## src/rtl/eth_irq_pkg.sv

```systemverilog
package eth_irq_pkg;
  localparam int DATA_W    = 32;
  localparam int ADDR_W    = 3;
  localparam int NUM_LINES = 13;

  localparam logic [ADDR_W-1:0] A_EVENT = 3'd0;
  localparam logic [ADDR_W-1:0] A_MASK  = 3'd1;
  localparam logic [ADDR_W-1:0] A_MGMT  = 3'd2;
  localparam logic [ADDR_W-1:0] A_TXCTL = 3'd3;
  localparam logic [ADDR_W-1:0] A_CTRL  = 3'd4;

  localparam int BIT_MGMT_DONE = 23;
  localparam int BIT_GSTOP     = 28;

  // Event bit position driven onto each output line
  function automatic int line_bit(input int line);
    case (line)
      0:       return 27;
      1:       return 26;
      2:       return 19;
      3:       return 20;
      4:       return 25;
      5:       return 24;
      6:       return 23;
      7:       return 21;
      8:       return 31;
      9:       return 28;
      10:      return 22;
      11:      return 29;
      default: return 30;
    endcase
  endfunction

  function automatic logic [DATA_W-1:0] defined_bits();
    logic [DATA_W-1:0] m;
    m = '0;
    for (int i = 0; i < NUM_LINES; i++) m[line_bit(i)] = 1'b1;
    return m;
  endfunction
endpackage

```

## src/rtl/eth_irq_decode.sv

```systemverilog
module eth_irq_decode
  import eth_irq_pkg::*;
(
  input  logic                 bus_wr,
  input  logic [ADDR_W-1:0]    bus_addr,
  input  logic [DATA_W-1:0]    bus_wdata,
  input  logic [NUM_LINES-1:0] ev_pulse,
  output logic [DATA_W-1:0]    clr_vec,
  output logic [DATA_W-1:0]    set_vec,
  output logic                 mask_we,
  output logic                 soft_rst
);
  logic [DATA_W-1:0] pulse_vec;

  always_comb begin
    pulse_vec = '0;
    for (int i = 0; i < NUM_LINES; i++)
      if (ev_pulse[i]) pulse_vec[line_bit(i)] = 1'b1;
  end

  always_comb begin
    set_vec = pulse_vec;
    if (bus_wr && bus_addr == A_MGMT) set_vec[BIT_MGMT_DONE] = 1'b1;
    if (bus_wr && bus_addr == A_TXCTL && bus_wdata[0]) set_vec[BIT_GSTOP] = 1'b1;
  end

  assign clr_vec  = (bus_wr && bus_addr == A_EVENT) ? bus_wdata : '0;
  assign mask_we  = bus_wr && bus_addr == A_MASK;
  assign soft_rst = bus_wr && bus_addr == A_CTRL && bus_wdata[0];
endmodule

```

## src/rtl/eth_irq_regs.sv

```systemverilog
module eth_irq_regs
  import eth_irq_pkg::*;
(
  input  logic              clk,
  input  logic              rst_n,
  input  logic [DATA_W-1:0] clr_vec,
  input  logic [DATA_W-1:0] set_vec,
  input  logic              mask_we,
  input  logic [DATA_W-1:0] mask_wdata,
  input  logic              soft_rst,
  output logic [DATA_W-1:0] evt_q,
  output logic [DATA_W-1:0] msk_q
);
  localparam logic [DATA_W-1:0] KEEP = defined_bits();

  always_ff @(posedge clk or negedge rst_n) begin
    if (!rst_n) begin
      evt_q <= '0;
      msk_q <= '0;
    end else if (soft_rst) begin
      evt_q <= '0;
      msk_q <= '0;
    end else begin
      evt_q <= ((evt_q & ~clr_vec) | set_vec) & KEEP;
      if (mask_we) msk_q <= mask_wdata & KEEP;
    end
  end
endmodule

```

## src/rtl/eth_irq_router.sv

```systemverilog
module eth_irq_router
  import eth_irq_pkg::*;
(
  input  logic                 clk,
  input  logic                 rst_n,
  input  logic [DATA_W-1:0]    active,
  output logic [NUM_LINES-1:0] irq_line
);
  logic [NUM_LINES-1:0] reported_q;

  for (genvar g = 0; g < NUM_LINES; g++) begin : g_line
    localparam int SRC = line_bit(g);
    always_ff @(posedge clk or negedge rst_n) begin
      if (!rst_n)                         reported_q[g] <= 1'b0;
      else if (active[SRC] != reported_q[g]) reported_q[g] <= active[SRC];
    end
  end

  assign irq_line = reported_q;
endmodule

```

## src/rtl/eth_irq_unit.sv

```systemverilog
module eth_irq_unit
  import eth_irq_pkg::*;
(
  input  logic                 clk,
  input  logic                 rst_n,
  input  logic                 bus_wr,
  input  logic [ADDR_W-1:0]    bus_addr,
  input  logic [DATA_W-1:0]    bus_wdata,
  output logic [DATA_W-1:0]    bus_rdata,
  input  logic [NUM_LINES-1:0] ev_pulse,
  output logic [NUM_LINES-1:0] irq_line
);
  logic [DATA_W-1:0] clr_vec, set_vec, evt_q, msk_q;
  logic              mask_we, soft_rst;

  eth_irq_decode u_dec (
    .bus_wr(bus_wr), .bus_addr(bus_addr), .bus_wdata(bus_wdata),
    .ev_pulse(ev_pulse), .clr_vec(clr_vec), .set_vec(set_vec),
    .mask_we(mask_we), .soft_rst(soft_rst)
  );

  eth_irq_regs u_regs (
    .clk(clk), .rst_n(rst_n), .clr_vec(clr_vec), .set_vec(set_vec),
    .mask_we(mask_we), .mask_wdata(bus_wdata), .soft_rst(soft_rst),
    .evt_q(evt_q), .msk_q(msk_q)
  );

  eth_irq_router u_route (
    .clk(clk), .rst_n(rst_n), .active(evt_q & msk_q), .irq_line(irq_line)
  );

  always_comb begin
    case (bus_addr)
      A_EVENT: bus_rdata = evt_q;
      A_MASK:  bus_rdata = msk_q;
      default: bus_rdata = '0;
    endcase
  end
endmodule

```

## config.mk

```make
export PLATFORM = sky130hd
export DESIGN_NAME = eth_irq_unit
export DESIGN_NICKNAME = d
export VERILOG_FILES = /design/src/rtl/eth_irq_pkg.sv /design/src/rtl/eth_irq_decode.sv /design/src/rtl/eth_irq_regs.sv /design/src/rtl/eth_irq_router.sv /design/src/rtl/eth_irq_unit.sv
export SDC_FILE = /design/constraint.sdc
export NUM_CORES = 1
export LEC_CHECK = 0
export BUFFER_PORTS_ARGS = -buffer_cell sky130_fd_sc_hd__buf_2
export CAP_MARGIN = 5
export CORE_AREA = 2 2 128 68
export CTS_BUF_LIST = sky130_fd_sc_hd__clkbuf_16
export DETAILED_ROUTE_END_ITERATION = 16
export DIE_AREA = 0 0 130 70
export SLEW_MARGIN = 20
export SYNTH_ARGS = -nofsm -noshare
export SYNTH_HDL_FRONTEND = slang
export SYNTH_SLANG_ARGS = --single-unit
export TNS_END_PERCENT = 5
```

## constraint.sdc

```tcl
create_clock -name clk -period 1.4 [get_ports clk]
set_input_delay 0.28 -clock clk [delete_from_list [all_inputs] [get_ports clk]]
set_output_delay 0.28 -clock clk [all_outputs]
set_load 0.05 [all_outputs]
```

==> results of run 1 <==
==> power groups by stage <==
stage | clock network, mW | logic [mW] | registers [mW]
global route | 1.18 | 1.08 | 1.38
CTS | 1.12 | 1.00 | 1.36
global placement | 0 | 0.921 | 1.36
finish | 1.07 | 1.02 | 1.36
detailed placement | 0 | 0.930 | 1.36
floorplan | 0 | 0.507 | 1.58
==> critical path: cells and delay by family <==
kind / cells / cell delay [ns]
buffers and inverters: 3 / 0.48
multiplexers: 1 / 0.30
AND/OR/NAND/NOR: 1 / 0.06
==> through the flow <==
stage,util,worst slack [ns],TNS (ns),power [mW]
after floorplan,-,-0.1422,-0.7456,2.083
after global placement,0.3028,-0.1826,-3.058,2.283
after detailed placement,0.3028,-0.1912,-3.269,2.295
after CTS,0.3388,-0.02207,-0.05078,3.479
after global routing,0.3452,-0.04207,-0.3587,3.640
final,0.3452,-0.006186,-0.01012,3.448
==> routing by layer <==
layer,wire [um],share of wire,global-route usage,up-vias
li1,-,-,-,760
met1,2390,0.49,0.1579,722
met2,2136,0.44,0.1635,47
met3,343,0.070,0.04674,4
met4,21,0.0043,0.02509,0
met5,0,0,0,-
==> what timing repair did <==
| item | in CTS | in global routing |
|---|---|---|
| buffers inserted | 1 | 2 |
| pin swaps | 2 | 4 |
| hold buffers | 1 | 0 |
| hold endpoints to repair | 39 | 0 |
| gates resized for setup | 43 | 9 |
| endpoints found under the setup margin | 13 | 13 |
==> logic make-up (layout without fill, tap and decap cells) <==
group	after synthesis	after routing	synth area share
other	1	19	0.001937
and+or+nand+nor	59	59	0.1513
AOI/OAI and AO/OA	41	41	0.1280
muxes	13	13	0.06722
buffers and inverters	52	105	0.1474
DFF	39	39	0.5042
==> cells in the mapped netlist (2+ instances only) <==
cell type and n:
sky130_fd_sc_hd__mux2i_1 13, sky130_fd_sc_hd__nor2_1 13, sky130_fd_sc_hd__buf_6 2, sky130_fd_sc_hd__dfrtp_1 39
sky130_fd_sc_hd__inv_1 25, sky130_fd_sc_hd__o21ai_0 3, sky130_fd_sc_hd__buf_4 19, sky130_fd_sc_hd__and2_1 13
sky130_fd_sc_hd__o21ai_2 10, sky130_fd_sc_hd__clkbuf_1 3, sky130_fd_sc_hd__a21oi_1 26, sky130_fd_sc_hd__buf_2 3
sky130_fd_sc_hd__nand2_1 26
==> registers in the layout, indices dropped and copies added, names as in the netlist <==
signal	cells
u_route.irq_line	13
u_regs.evt_q	13
u_regs.msk_q	13
==> area by class of cell <==
class / instances / area (um2)
fill: 863 / 5368
sequential: 39 / 975.9
multi-input combinational: 132 / 902.1
timing repair buffer: 74 / 579.3
tap: 117 / 146.4
clock buffer: 5 / 125.1
inverter: 25 / 93.84
clock inverter: 1 / 7.507
==> worst paths after layout <==
path	start	end	slack, ns	cells past startpoint
max in group asynchronous	rst_n	u_regs.evt_q[22]$_DFF_PN0_	0.67	3
setup / recovery	bus_addr[0]	bus_rdata[31]	-0.006	5
setup reg to reg	u_regs.evt_q[23]$_DFF_PN0_	u_route.irq_line[6]$_DFFE_PN0P_	0.60	2
hold / removal	ev_pulse[2]	u_regs.evt_q[19]$_DFF_PN0_	0.22	3
hold reg to reg	u_regs.msk_q[31]$_DFFE_PN0P_	u_route.irq_line[8]$_DFFE_PN0P_	0.51	1
min in group asynchronous	rst_n	u_route.irq_line[1]$_DFFE_PN0P_	0.52	3
==> out/qor.yml, run 1 <==
final_layout:
  num-nets-final: 328
  most_used_cells_in_the_layout_excluding_fill_and_tap_cells: "sky130_fd_sc_hd__buf_2, sky130_fd_sc_hd__dfrtp_1, sky130_fd_sc_hd__a21oi_1, sky130_fd_sc_hd__nand2_1, sky130_fd_sc_hd__inv_1"
  finalNonFillerCells: 393
  final_design_area_no_fill_mm2: 0.002830
  drive_above_1_share: 0.4275
  layout-area-overhead-vs-synth_pct: 46.22
  n_antenna_cell: 0
  mostFrequentLayoutCell: "sky130_fd_sc_hd__buf_2"
cts:
  cts_tree: "done"
  cts_buf_count: 5
  clk_transition_reported_paths_ns: 0.06
  cts_max_path_buffers: 2
  tritoncts_num_sinks: 39
  worst_skew_pair.late_latency_ns: 0.28
  ctsHtreeMaxLevel: 2
  ctsRootBufferMaster: "sky130_fd_sc_hd__clkbuf_16"
power_and_ir_drop:
  power.leakage_nw: 1.359
  power.switching_mw: 1.206
  p_int_mw: 2.241
  share_seq_of_total_power: 0.394
  areal_power_density_over_the_cells_mw_per_mm2: 1218
  power.switching_fraction: 0.3499
  power.clock.fraction: 0.310
  combPwrFrac: 0.296
  power.ir.vdd_worst_v: 0.0005489
critical_path:
  timing.critical_path.arrival_ns: 1.13
  startpoint_type: "input pin"
  cell_by_cell_listing_of_the_critical_path: "buf_2, buf_12, mux2i_1, nor2_4, buf_8"
  cp-end-kind: "output pin"
  criticalPathCategory: "input pin to output pin"
  critical_path.max_fanout: 13
  slowest_delay_ns: 0.30
  crit_required_ns: 1.12
  cpMaxStageDelayCell: "sky130_fd_sc_hd__mux2i_1"
global_routing:
  global_route.usage.total: 0.1132
  overflow: 0
  antenna_violations_before_repair: 0
  grt_start_max_net_pins: 40
  grt_first_pass_wirelength_mm: 7.652
  vias_in_the_first_global_route: 1488
floorplan:
  core_area_mm2: 0.008198
  chipHeight_um: 70
  floorplan.io_pins: 96
  start_util: 0.2361
  die_w_um: 130
  design.die.area_mm2: 0.009100
  fp-row-count: 24
sta:
  grt_setup_unrepaired: "yes"
  finalHoldViolations: 0
  clock-skew-final_ns: 0.001242
  timing.final.crit_share: 1.004
  max_clock_freq_mhz: 711.1
  final_critical_path_setup_slack_ns: -0.006186
  fin_hold_ws_ns: 0.2210
  fin_crit_ns: 1.406
  setup_viol_count_final: 2
  timing.final.max_slew_violations: 0
drt:
  drt-pass1-iter-count: 4
  final_antenna_net_count: 0
  vias_per_cell: 3.901
  initialDrtViolationCount: 65
  detail_route.wirelength_mm: 4.892
  drt_drc_violations_left: 0
  route.detailed.wl_per_inst_um: 12.45
  routed-via-count: 1533
placement:
  placedCellCount: 383
  dpl.hpwl_mm: 3.429
  post_detailed_placement_cell_area_mm2: 0.002482
  gp_congestion: 0.6797
  placement.io_buffers: 58
status:
  status: "finished with violations"
  violations: "setup timing"
yosys:
  post_synth_instance_area_mm2: 0.001936
  yosysTopAreaCellShare: 0.5042
  synthDistinctLibCells: 23
  asyncSetResetFlopFracSynth: 1.000
  synth_top_area_cell: "sky130_fd_sc_hd__dfrtp_1"
  proportion_of_synthesized_chip_area_in_sequential_cells: 0.5042
  synthesis.area_per_instance_um2: 9.442
  synth.top_cells.by_area: "sky130_fd_sc_hd__dfrtp_1, sky130_fd_sc_hd__buf_4, sky130_fd_sc_hd__a21oi_1"
  netlist_instances: 205
  postSynthRegisterBits: 39
  synth_warnings: 0
  ys_dominant_reg_cell: "sky130_fd_sc_hd__dfrtp_1"
  synth_enable_flop_cells: 0
min_path:
  hp-class: "input pin to register"
flow_run:
  max_cap_viol_count: 0
Power figures use the tool's default switching activity.
==> run 2, diff against run 1 <==
ABC_AREA = 1   (was unset)
CORE_AREA = 2 2 126 67   (was 2 2 128 68)
DIE_AREA = 0 0 128 69   (was 0 0 130 70)
clock period = 1.45 ns   (was 1.4 ns; I/O delays follow)
==> run 2 against run 1 <==
The flow now finishes without violations. Area after synthesis decreased by 2.5%. Clock-buffer cell count unchanged. First-iteration DRC count unchanged. Sequential power decreased by 4%. Via count increased by 7.0%. Sequential cell count unchanged. Core utilization decreased by 2.2 points.
==> out/qor.yml, run 2 <==
final_layout:
  n_antenna_cell: 0
  drive_above_1_share: 0.2910
  finalNonFillerCells: 399
  mostFrequentLayoutCell: "sky130_fd_sc_hd__nand2_1"
  num-nets-final: 350
  most_used_cells_in_the_layout_excluding_fill_and_tap_cells: "sky130_fd_sc_hd__nand2_1, sky130_fd_sc_hd__buf_2, sky130_fd_sc_hd__nand3_1, sky130_fd_sc_hd__dfrtp_1, sky130_fd_sc_hd__conb_1"
  layout-area-overhead-vs-synth_pct: 32.14
yosys:
  asyncSetResetFlopFracSynth: 1.000
  yosysTopAreaCellShare: 0.5169
  netlist_instances: 231
  synth.top_cells.by_area: "sky130_fd_sc_hd__dfrtp_1, sky130_fd_sc_hd__nand2_1, sky130_fd_sc_hd__nand3_1"
  synth_commonest_cells: "sky130_fd_sc_hd__nand2_1, sky130_fd_sc_hd__nand3_1, sky130_fd_sc_hd__dfrtp_1"
  synthesis.area_per_instance_um2: 8.173
  dominant_cell_by_count_in_the_synthesized_netlist: "sky130_fd_sc_hd__nand2_1"
  synth_top_area_cell: "sky130_fd_sc_hd__dfrtp_1"
  proportion_of_synthesized_chip_area_in_sequential_cells: 0.5169
  post_synth_instance_area_mm2: 0.001888
  postSynthRegisterBits: 39
  synth_warnings: 0
  ys_dominant_reg_cell: "sky130_fd_sc_hd__dfrtp_1"
  synth_enable_flop_cells: 0
  synthDistinctLibCells: 17
floorplan:
  core_area_mm2: 0.007712
  design.die.area_mm2: 0.008832
  chipHeight_um: 69
  floorplan.io_pins: 96
  die_w_um: 128
  fp-row-count: 23
  start_util: 0.2448
sta:
  max_clock_freq_mhz: 727.6
  timing.final.max_slew_violations: 0
  finalHoldViolations: 0
  fin_hold_ws_ns: 0.2199
  timing.final.crit_share: 0.9478
  setup_viol_count_final: 0
  fin_crit_ns: 1.374
  final.setup.tns_ns: 0
  grt_setup_unrepaired: "no"
  clock-skew-final_ns: 0.006786
critical_path:
  rr_startpoint: "u_regs.evt_q[22]$_DFF_PN0_"
  worst_r2r_path_depth: 2
  crit_required_ns: 1.16
  criticalPathCategory: "input pin to output pin"
  critical_path.max_fanout: 13
  endpoint_of_the_lowest_slack_register_to_register_path: "u_regs.evt_q[22]$_DFF_PN0_"
  cp-end-kind: "output pin"
  startpoint_type: "input pin"
  ff2ff_setup_slack_ns: 0.72
  timing.critical_path.arrival_ns: 1.08
cts:
  postCtsSetupRepairBufs: 0
  cts_max_path_buffers: 2
  clk_transition_reported_paths_ns: 0.06
  ctsRootBufferMaster: "sky130_fd_sc_hd__clkbuf_16"
  cts_tree: "done"
  cts_buf_count: 5
  tritoncts_num_sinks: 39
  ctsHtreeMaxLevel: 2
  worst_skew_pair.late_latency_ns: 0.28
min_path:
  timing.hold.worst.start: "ev_pulse[7]"
  worst_hold_path.num_cells: 3
  hp-class: "input pin to register"
  hold-path-endpoint: "u_regs.evt_q[21]$_DFF_PN0_"
placement:
  placement.io_buffers: 58
  gp_congestion: 0.8028
  placedCellCount: 391
  dpl.hpwl_mm: 3.760
drt:
  routed-via-count: 1641
  final_antenna_net_count: 0
  initialDrtViolationCount: 65
  drt_drc_violations_left: 0
  detail_route.wirelength_mm: 5.299
  vias_per_cell: 4.113
  route.detailed.wl_per_inst_um: 13.28
  drt-pass1-iter-count: 4
global_routing:
  vias_in_the_first_global_route: 1590
  antenna_violations_before_repair: 0
  grt_start_max_net_pins: 40
  overflow: 0
  grt_first_pass_wirelength_mm: 8.452
  global_route.usage.total: 0.1271
power_and_ir_drop:
  areal_power_density_over_the_cells_mw_per_mm2: 1284
  power.leakage_nw: 1.367
  power.ir.vdd_worst_v: 0.0004401
status:
  status: "finished clean"
flow_run:
  max_cap_viol_count: 0
==> run 2: cell count changes in the layout (fill, tap and decap cells not counted), moves of 13 or more <==
| cell | previous run | this run |
|---|---|---|
| sky130_fd_sc_hd__a21oi_1 | 26 | 13 |
| sky130_fd_sc_hd__nand2_1 | 26 | 70 |
| sky130_fd_sc_hd__nor2_1 | 0 | 15 |
| sky130_fd_sc_hd__and2_1 | 13 | 0 |
| sky130_fd_sc_hd__nand3_1 | 1 | 40 |
==> run 2: where the power goes <==
group          total (mW)  internal [mW]  switching, mW
Sequential           1.31           1.23         0.0830
Combinational       0.848          0.212          0.636
Clock                1.04          0.618          0.423
Total                3.20           2.06           1.14
==> run 2: cells by family after synthesis <==
family          count (synthesis)  synth area share
other cells                     1          0.001986
flops                          39            0.5169
compound gates                 13           0.03446
buf+inv                        47            0.1405
simple gates                  131            0.3062
==> run 2: per-layer routing <==
metal	wire, um	up-vias	share of wire	global-route usage
met1	2626	757	0.50	0.1766
met4	55	0	0.010	0.04029
met2	2239	52	0.42	0.1830
met5	0	-	0	0
li1	-	825	-	-
met3	379	7	0.072	0.04658
==> run 2: worst max-delay path by stage <==
stage / startpoint / endpoint / cells past startpoint
6_report: bus_addr[1] / bus_rdata[20] / 7
3_3_place_gp: bus_addr[2] / bus_rdata[28] / 7
5_1_grt: bus_addr[1] / bus_rdata[22] / 7
3_5_place_dp: bus_addr[2] / bus_rdata[20] / 7
2_1_floorplan: bus_addr[2] / bus_rdata[21] / 4
4_1_cts: bus_addr[2] / bus_rdata[20] / 7
==> run 2: cell type report <==
| class | instances | area (um2) |
|---|---|---|
| fillers | 847 | 5218 |
| flip-flops and latches | 39 | 975.9 |
| multi-input cells | 163 | 714.4 |
| repair buffers | 71 | 466.7 |
| clock buffers | 5 | 125.1 |
| well taps | 100 | 125.1 |
| inverters | 19 | 78.83 |
| clock inverters | 2 | 8.758 |
==> run 2: what timing repair did <==
action / in CTS / in global routing
gates resized for setup: 14 / 9
hold buffers: 1 / 0
cloned: 0 / 0
setup endpoints to repair: 13 / 13
hold endpoints to repair: 39 / 0
pin swaps: 0 / 1
==> run 2: worst max-delay path: stages <==
cell	delay, ns
sky130_fd_sc_hd__buf_2	0.12
sky130_fd_sc_hd__nor2_4	0.13
sky130_fd_sc_hd__nand2_2	0.09
sky130_fd_sc_hd__clkinv_4	0.12
sky130_fd_sc_hd__nand2_1	0.06
sky130_fd_sc_hd__nand2_1	0.07
sky130_fd_sc_hd__buf_4	0.20
==> run 2: through the flow <==
stage                 util  area (um2)  power (mW)  setup WS [ns]
finish              0.3235        2495       3.203        0.07563
global route        0.3235        2495       3.386       0.001930
CTS                 0.3204        2471       3.252        0.03591
detailed placement  0.2972        2292       2.160       -0.09454
global placement    0.2972        2292       2.145       -0.08786
floorplan                -        1956       1.945        0.01647
